==> src/rtl/serial_host_port.sv <==
module serial_host_port #(
  parameter logic [4:0] DEV_CODE  = 5'b01110,
  parameter logic [7:0] MEM_INDEX = 8'h22,
  parameter int unsigned MEM_DUMMY = 5,
  parameter int unsigned REG_DUMMY = 1
) (
  input  logic        clk,
  input  logic        rst_n,
  input  logic        cs_n,
  input  logic        sclk,
  input  logic        sdi,
  input  logic        id_sel,
  output logic        sdo,
  input  logic [15:0] status_in,
  input  logic [15:0] reg_rdata,
  input  logic [15:0] mem_rdata,
  output logic [7:0]  reg_index,
  output logic [15:0] wr_data,
  output logic        wr_reg,
  output logic        wr_mem,
  output logic        rd_next
);
  localparam logic [2:0] MD = 3'(MEM_DUMMY);
  localparam logic [2:0] RD = 3'(REG_DUMMY);

  logic [1:0] sclk_s;
  logic       cs_s, sdi_s;
  logic [2:0] bit_cnt, dummy;
  logic [7:0] rx_sh, hi, tx8, tx_lo;
  logic       started, valid, rs, rw, to_mem, lower, tx_lower;

  wire act       = ~cs_s;
  wire rise      = sclk_s[0] & ~sclk_s[1];
  wire fall      = ~sclk_s[0] & sclk_s[1];
  wire [7:0] rx_byte = {rx_sh[6:0], sdi_s};
  wire byte_done = act & rise & (bit_cnt == 3'd7);
  wire start_ok  = (rx_byte[7:3] == DEV_CODE) && (rx_byte[2] == id_sel);
  wire mem_sel   = (reg_index == MEM_INDEX);
  wire [15:0] src = !rs ? status_in : (to_mem ? mem_rdata : reg_rdata);

  assign sdo = tx8[7];

  always_ff @(posedge clk) begin
    if (!rst_n) begin
      sclk_s <= 2'b00; cs_s <= 1'b1; sdi_s <= 1'b0;
    end else begin
      sclk_s <= {sclk_s[0], sclk}; cs_s <= cs_n; sdi_s <= sdi;
    end
  end

  always_ff @(posedge clk) begin
    if (!rst_n) begin
      bit_cnt <= '0; dummy <= '0; rx_sh <= '0; hi <= '0; tx8 <= '0; tx_lo <= '0;
      started <= 1'b0; valid <= 1'b0; rs <= 1'b0; rw <= 1'b0; to_mem <= 1'b0;
      lower <= 1'b0; tx_lower <= 1'b0;
      reg_index <= '0; wr_data <= '0; wr_reg <= 1'b0; wr_mem <= 1'b0; rd_next <= 1'b0;
    end else begin
      wr_reg <= 1'b0; wr_mem <= 1'b0; rd_next <= 1'b0;
      if (!act) begin
        bit_cnt <= '0; dummy <= '0; started <= 1'b0; valid <= 1'b0;
        lower <= 1'b0; tx_lower <= 1'b0; tx8 <= '0;
      end else begin
        if (rise) begin
          rx_sh   <= rx_byte;
          bit_cnt <= bit_cnt + 3'd1;
        end
        if (byte_done) begin
          if (!started) begin
            started <= 1'b1;
            valid   <= start_ok;
            rs      <= rx_byte[1];
            rw      <= rx_byte[0];
            to_mem  <= rx_byte[1] & mem_sel;
            dummy   <= !rx_byte[0] ? 3'd0 : ((rx_byte[1] & mem_sel) ? MD : RD);
          end else if (valid && !rw) begin
            if (!lower) begin
              hi    <= rx_byte;
              lower <= 1'b1;
            end else begin
              lower   <= 1'b0;
              wr_data <= {hi, rx_byte};
              if (!rs)        reg_index <= rx_byte;
              else if (to_mem) wr_mem   <= 1'b1;
              else             wr_reg   <= 1'b1;
            end
          end
        end
        if (fall) begin
          if (bit_cnt == 3'd0 && started && valid && rw) begin
            if (dummy != 3'd0) begin
              dummy <= dummy - 3'd1;
              tx8   <= 8'h00;
            end else if (!tx_lower) begin
              tx8      <= src[15:8];
              tx_lo    <= src[7:0];
              tx_lower <= 1'b1;
              rd_next  <= to_mem;
            end else begin
              tx8      <= tx_lo;
              tx_lower <= 1'b0;
            end
          end else begin
            tx8 <= {tx8[6:0], 1'b0};
          end
        end
      end
    end
  end
endmodule

==> config.mk <==
export PLATFORM = sky130hd
export DESIGN_NAME = serial_host_port
export DESIGN_NICKNAME = d
export VERILOG_FILES = /design/src/rtl/serial_host_port.sv
export SDC_FILE = /design/constraint.sdc
export NUM_CORES = 1
export LEC_CHECK = 0
export BUFFER_PORTS_ARGS = -buffer_cell sky130_fd_sc_hd__buf_2
export CORE_MARGIN = 4
export CORE_UTILIZATION = 35
export DETAILED_ROUTE_END_ITERATION = 10
export GPL_TIMING_DRIVEN = 0
export PLACE_DENSITY = 0.66
export SYNTH_ARGS = -nofsm -noshare
export SYNTH_HDL_FRONTEND = slang
export SYNTH_SLANG_ARGS = --single-unit
==> constraint.sdc <==
create_clock -name clk -period 3.8 [get_ports clk]
set_input_delay 0.19 -clock clk [delete_from_list [all_inputs] [get_ports clk]]
set_output_delay 0.19 -clock clk [all_outputs]
set_load 0.05 [all_outputs]
# After elaboration in Yosys (flattened, before gate mapping)

Index checks and enable logic that the tools add are counted.

Eq/ne operators: 4
Mux-type cells: 16
Bitwise operators: 18
Reductions and logical operators: 20
$add $sub $neg: 2

Operators with widths:

| operator            | count |
|---|---|
| $mux 16             | 2 |
| $mux 8              | 3 |
| $mux 3              | 7 |
| $reduce_and 5->1    | 3 |
| $not 1->1           | 13 |
| $reduce_and 3->1    | 3 |
| $eq 8x6->1 const B  | 1 |
| $reduce_or 7->1     | 1 |
| $reduce_and 6->1    | 1 |
| $reduce_or 6->1     | 1 |
| $and 1x1->1         | 5 |
| $eq 5x4->1 const B  | 1 |
| $logic_and 1x1->1   | 5 |
| $mux 1              | 4 |
| $reduce_and 2->1    | 2 |
| $add 3x1->3 const B | 1 |
| $eq 3x3->1 const B  | 1 |
| $logic_not 3->1     | 1 |
| $reduce_bool 3->1   | 1 |
| $sub 3x1->3 const B | 1 |
| $reduce_or 2->1     | 1 |
| $eq 1x1->1          | 1 |
| $logic_not 1->1     | 1 |

Output and inout port bits: 28
Bits in registers: 75

# Depth between registers and ports, before layout

Gate-level depths: netlist of the first run.

Depth after elaboration: 9
Depth in mapped cells: 8
Mapped depth without buffers: 6

# Least setup slack after synthesis of the first run

OpenSTA, ideal clock, no wires.

Path kind: reg2reg
Start point: reg rw
End point: reg wr_data[10]
Clock period less this slack: 1831 ps
Slack: 1969 ps
Cell stages (with the launch flop): 7
Setup time: 118 ps
Buffers on the path: 2
Arrival: 1713 ps
Cell sequence: dfxtp_1 > or4b_4 > or3_1 > clkbuf_1 > clkbuf_1 > nand2_1 > a21boi_1

Word-level cells in the longest chain between the ends: 3

RTL lines:

| item                              | RTL line | RTL |
|---|---|---|
| start, declared                   | 30       | `logic started, valid, rs, rw, to_mem, lower, tx_lower;` |
| start signal, assigned            | 72       | `rw <= rx_byte[0];` |
| $logic_not 1->1                   | 75       | `end else if (valid && !rw) begin` |
| $logic_and 1x1->1                 | 75       |  |
| $reduce_and 5->1 (no source line) | -        |  |
| end signal, assigned              | 81       | `wr_data <= {hi, rx_byte};` |
| end, declared                     | 18       | `output logic [15:0] wr_data,` |

No other way between the ends.
A chain may end at the register's enable or synchronous reset.

# Final worst setup path of the first run

Start point: reg sclk_s[1]
End point: reg tx_lo[7]

Word-level cells in the longest chain between the ends: 2

RTL lines:

| item                              | RTL line | RTL |
|---|---|---|
| start, declared                   | 26       | `logic [1:0] sclk_s;` |
| start signal, assigned            | 47       | `sclk_s <= {sclk_s[0], sclk}; cs_s <= cs_n; sdi_s <= sdi;` |
| $and 1x1->1                       | 34       | `wire fall = ~sclk_s[0] & sclk_s[1];` |
| $reduce_and 5->1 (no source line) | -        |  |
| end signal, assigned              | 95       | `tx_lo <= src[7:0];` |
| end, declared                     | 29       | `logic [7:0] rx_sh, hi, tx8, tx_lo;` |

No other way between the ends.

==> metrics.txt, run 1 <==
dpl hpwl=approximately 6500 um; Setup Crit Path Kind=register to register; Worst-Margin Slew=0.823 ns; Worst path slowest cell=nor4_2; Mapped Area=3430 um2; ant diodes=0; Worst Hold Class=input pin to register; first-pass GRT wire length=14200 um; R2R depth=5; Final min period=2.14 ns; Die Wd=107 um; hold path depth=2; skew final=0.00689 ns; vias per cell=4.95; setup TNS=0 ns; Clock Tree Root=clkbuf_8; Peak Freq=0.468 GHz; Cell Chain, Critical Path=or4b_1 > nor4_2 > buf_2 > o2111ai_1 > o21ai_0; WL final=about 8600 um; routed vias=2943; Max Cap Viol=0; Sink Count=75; Clock Latency Late Sink=roughly 0.34 ns; Post-Synthesis Cells=371; Synth-to-Final Area Change=22.0%; max-slew violations=0; flops & latches, synth=75; IO Pins=82; Starting DRT DRC Count=between 150 and 200; Layout Nets=521; WL per Instance=14.5 um; Critical Path RT=4.06 ns; largest net degree at the start of global routing=13; Pwr Total=about 1.5 mW; clock buffer depth=2; endpoint type of the worst setup path=register; CTS Buf Count=9; post-cts resize count=0; Max-slew headroom=44.7%; htree depth=3; Largest Register=wr_data; initial antenna violation count=0; clk slew on worst S/H paths=~0.080 ns; Power Density=between 300 and 400 nW/um2; synth unique cells=43; Post-CTS Hold Fix Bufs=0; vias in the first global route=2891; Largest register FFs=16; antenna violation net count after detailed routing=0; number of flops mapped to enable cells by yosys=0; share of cells above drive strength 1=23.8%; FP Rows=35; Core ar.=9370 um2; Peak VDD IR=214 uV; FFs w/ async S/R, synth=0%; final setup fails=0; Final Cycle Share=56.3%; fill count=921; Final Hold Vio Count=0; static leakage=1.52 nW; # DRC=0; TritonCTS clock tree=built; Worst Setup Start Kind=register; Crit path largest cell delay=~0.56 ns; crit path max fanout=10; first-pass detailed-route iteration total=4; Initial Util=approximately 37%; sequential-to-total area share from yosys stat=around 44%; Total GRT Usage=15.4%; Synth Warn #=0; IO buf count=80; Syn Nets=430; post-CTS setup buffer count=0; status=completed; Die H=107 um; Synth Flop Type=dfxtp_1; Placer Congestion=between 0.8 and 0.9; Worst Path Arrival=roughly 2.4 ns; die area=11500 um2; Overflow after GRT=0; RSZ-0062 raised after global routing=no; Mapped Avg Cell Area=9.25 um2
[cell families after synthesis]
kind of cell | share of synthesized area, %
compound gates | 14.0
mux | 12.2
buf+inv | 3.17
flops | 43.7
xor+xnor | 1.02
simple gates | 24.0
fa+ha+maj | 1.82
[final timing paths]
check | from | slack (ns) | end
setup / recovery | sclk_s[1] | 1.66 | tx_lo[7]
hold / removal | cs_n | 0.03 | cs_s
setup reg to reg | sclk_s[1] | 1.66 | tx_lo[7]
hold reg to reg | wr_data[7] | 0.45 | wr_data[7]
[worst max-delay path, delay by kind of cell (launching register included)]
kind | cells | cell delay, ns
buffers and inverters | 1 | 0.32
DFF | 1 | 0.48
and+or+nand+nor | 2 | 1.04
AOI/OAI and AO/OA | 2 | 0.22
[area by class of cell]
type	instances	area, um2	share of cell area [%]
multi-input combinational	268	1820	43.5
tap	129	161	3.86
inverter	7	26.3	0.628
clock inverter	4	51.3	1.23
clock buffer	11	141	3.38
buffer	21	82.6	1.97
sequential	75	1500	35.9
timing repair buffer	80	400	9.56
[layout by cell type (no fill, tap or decap), types with 5 or more instances in the layout]
cell / count
buf_2: 83
a222oi_1: 8
nand2b_1: 16
o2111ai_1: 8
nor2b_1: 27
a21boi_0: 9
inv_1: 7
mux2_2: 8
nand2_1: 60
o21ai_1: 5
nor2_1: 10
clkbuf_8: 10
nor3_1: 5
o21ai_0: 10
mux2i_1: 33
a21oi_1: 16
ha_1: 5
clkbuf_1: 18
a21boi_1: 10
dfxtp_1: 75
[Yosys cell counts, types with 4 or more instances]
cell type	count	area share, %
dfxtp_1	75	44
ha_1	5	1.8
nor4bb_1	4	1.2
a21oi_1	16	2.3
o21ai_1	5	0.73
a222oi_1	8	2.3
inv_1	7	0.77
nor2_1	10	1.1
o2111ai_1	8	2.0
a21boi_0	9	2.0
nor2b_1	27	4.9
nand3_1	4	0.58
and2_1	4	0.73
clkbuf_1	17	1.9
nand2b_1	16	2.9
nor3_1	5	0.73
mux2i_1	33	9.6
a21boi_1	10	2.2
nand2_1	60	6.6
o21ai_0	10	1.5
mux2_2	8	2.6
[per-layer routing]
metal / part of all wire (%) / routed length, um / vias up / global-route usage, %
met1: 46 / 3970 / 1364 / 19.1
met4: 0.79 / 68 / 0 / 3.38
met2: 46 / 3920 / 88 / 25.7
met3: 7.6 / 653 / 6 / 5.36
li1: - / - / 1485 / -
met5: 0 / 0 / - / 0
[where the power goes]
part / switching [mW] / internal (mW) / total [mW] / leakage, nW
Clock: 0.280 / 0.318 / 0.598 / 0.0954
Sequential: 0.00566 / 0.788 / 0.794 / 0.605
Combinational: 0.0323 / 0.0417 / 0.0740 / 0.818
[through the flow]
step	hold slack, ns	instance area, um2	utilization [%]	instances	setup WS (ns)
6_report	0.0323	4190	44.7	595	1.66
5_1_grt	0.0105	4190	44.7	595	1.41
4_1_cts	0.0242	4190	44.7	595	1.67
3_5_place_dp	0.383	3990	42.6	580	1.70
3_3_place_gp	0.381	3990	42.6	580	1.72
2_1_floorplan	0.291	3430	-	371	1.97
Power figures use the tool's default switching activity.
==> run 2: changes to the inputs <==
--- a/config.mk
+++ b/config.mk
@@ -10,7 +10,7 @@
 export CORE_UTILIZATION = 35
 export DETAILED_ROUTE_END_ITERATION = 10
 export GPL_TIMING_DRIVEN = 0
-export PLACE_DENSITY = 0.66
+export PLACE_DENSITY = 0.68
 export SYNTH_ARGS = -nofsm -noshare
 export SYNTH_HDL_FRONTEND = slang
 export SYNTH_SLANG_ARGS = --single-unit
==> constraint.sdc (replaced) <==
create_clock -name clk -period 1.75 [get_ports clk]
set_input_delay 0.0875 -clock clk [delete_from_list [all_inputs] [get_ports clk]]
set_output_delay 0.0875 -clock clk [all_outputs]
set_load 0.05 [all_outputs]
==> metrics.txt, run 2 (synthesis gave the netlist of run 1 again) <==
status=finished with violations; failing checks=setup timing; most frequent cells in the layout=80 x buf_2, 66 x dfxtp_1, 50 x nand2_1; IO buf count=80 (unchanged); dpl hpwl=6550 um (+1.1%); GR Util met3=5.60% (+0.24 points); WL per Instance=15.1 um (+4.5%); Worst-Margin Slew=0.527 ns (-0.297 ns); Starting DRT DRC Count=154 (-11%); antenna violation net count after detailed routing=0 (unchanged); met1 GRT Util=20.2% (+1.2 points); Max Cap Viol=0 (unchanged); Die H=107 um (unchanged); CTS Buf Count=9 (unchanged); DP Worst Slack=-0.358 ns (-2.06 ns); Max-slew headroom=64.9% (+20 points); fin worst setup slack=-0.0484 ns (-1.71 ns); htree depth=3 (unchanged); CP Buf/Inv Count=1 (unchanged); Total GRT Usage=16.0% (+0.62 points); max-slew violations=0 (unchanged); Worst Path Arrival=2.04 ns (-0.36 ns); Power Density=686 nW/um2 (+96%); Clock Latency Late Sink=0.35 ns (about the same); RSZ-0062 raised after global routing=yes; largest delay contributor family on the critical path=simple AND/OR/NAND/NOR gates; ant diodes=0 (unchanged); Placer Congestion=0.911 (+8.2%); die area=11500 um2 (unchanged); Layout Nets=539 (+3.5%); Clock Tree Root=clkbuf_8; Crit path largest cell delay=0.59 ns (+0.03 ns); Final min period=1.80 ns (-0.339 ns); hold path depth=3 (+1); vias in the first global route=3007 (+4.0%); Worst Setup Start Kind=register; Peak VDD IR=552 uV (+160%); Largest Register=wr_data; WHS=0.0123 ns (-0.0201 ns); initial antenna violation count=0 (unchanged); WL final=9280 um (+7.8%); FP Rows=35 (unchanged); Largest register FFs=16 (unchanged); GR Util met2=25.5% (-0.27 points); Worst path depth=5 (unchanged); Peak Freq=0.556 GHz (+19%); share of cells above drive strength 1=34.0% (+10 points); routed vias=3070 (+4.3%); Placed Instances=580 (unchanged); final std cells w/o fill=614 (+3.2%); Overflow after GRT=0 (unchanged); Setup Crit Path Kind=register to register; first-pass detailed-route iteration total=5 (+1); commonest non-fill, non-tap cell in the layout=buf_2; Synth-to-Final Area Change=33.1%; IO Pins=82 (unchanged); GRT Max-Usage Layer=met2; R2R depth=5 (unchanged); largest net degree at the start of global routing=13 (unchanged); Critical Path RT=1.99 ns (-2.07 ns); Sink Count=75 (unchanged); Worst path slowest cell=or4b_4; first-pass GRT wire length=14700 um (+3.5%); fill count=907 (-1.5%); skew final=0.00602 ns (-0.000869 ns); endpoint type of the worst setup path=register; Cell Chain, Critical Path=or4b_4 > or3_4 > buf_8 > nand2_2 > a21boi_2; vias per cell=5.00 (+1.1%); crit path max fanout=8 (-2); Core ar.=9370 um2 (unchanged); Final Hold Vio Count=0 (unchanged); Final Cycle Share=103% (+47 points); Worst Hold Class=input pin to register; Die Wd=107 um (unchanged); final setup fails=10 (+10); Initial Util=36.6% (unchanged); # DRC=0 (unchanged); TritonCTS clock tree=built; Pwr Total=3.13 mW (+110%); static leakage=1.67 nW (+9.7%); clk slew on worst S/H paths=0.07 ns (about the same); clock buffer depth=2 (unchanged)
[run 2: changes by cell type in the layout (fill, tap and decap cells not counted), sizes merged]
cell / delta
buf: +17
bufinv: -1
clkbuf: -2
clkinvlp: +1
dlygate4sd3: +4
[run 2: path summary, 6_finish.rpt]
path | end | slack, ns | from
worst max-delay path | wr_data[2] | -0.05 | cs_s
worst min-delay path | tx_lo[6] | 0.01 | status_in[6]
worst max register to register | wr_data[2] | -0.05 | cs_s
worst min register to register | wr_data[14] | 0.46 | wr_data[14]
[run 2: per-layer routing]
metal	part of all wire, %	routed length, um	up-vias
met5	0	0	-
met2	46	4300	113
met4	1.3	123	0
met3	8.0	744	14
met1	44	4110	1405
li1	-	-	1538
[run 2: report_power, final]
group          leakage, nW  internal (mW)  switching, mW
Clock               0.0884          0.588          0.634
Combinational        0.968          0.111         0.0800
Sequential           0.609           1.71         0.0103
Total                 1.67           2.41          0.724
[run 2: tightest hold or removal path, delay by kind of cell]
family,cells,cell delay [ns]
compound gates,2,0.16
buf+inv,1,0.08
[run 2: metrics by stage]
step / TNS (ns) / cell area, um2 / util [%]
6_report: -0.372 / 4570 / 48.7
5_1_grt: -0.833 / 4570 / 48.7
4_1_cts: -0.305 / 4370 / 46.6
3_5_place_dp: -8.04 / 4000 / 42.7
3_3_place_gp: -6.47 / 4000 / 42.7
2_1_floorplan: 0 / 3440 / -
[run 2: final cells by class]
| class | instances | area (um2) | share of cell area (%) |
|---|---|---|---|
| clock buffers | 12 | 155 | 3.40 |
| well taps | 129 | 161 | 3.53 |
| plain buffers | 19 | 96.3 | 2.11 |
| clock inverters | 4 | 25.0 | 0.548 |
| inverters | 7 | 26.3 | 0.575 |
| multi-input cells | 268 | 1990 | 43.6 |
| repair buffers | 100 | 593 | 13.0 |
| flip-flops and latches | 75 | 1520 | 33.3 |
[run 2: timing repair]
action,4_1_cts,5_1_grt
pin swaps,16,12
endpoints found under the hold margin,4,0
hold buffers,4,0
setup buffers,4,11
cloned,1,0
resized for setup,28,28
endpoints found under the setup margin,48,46
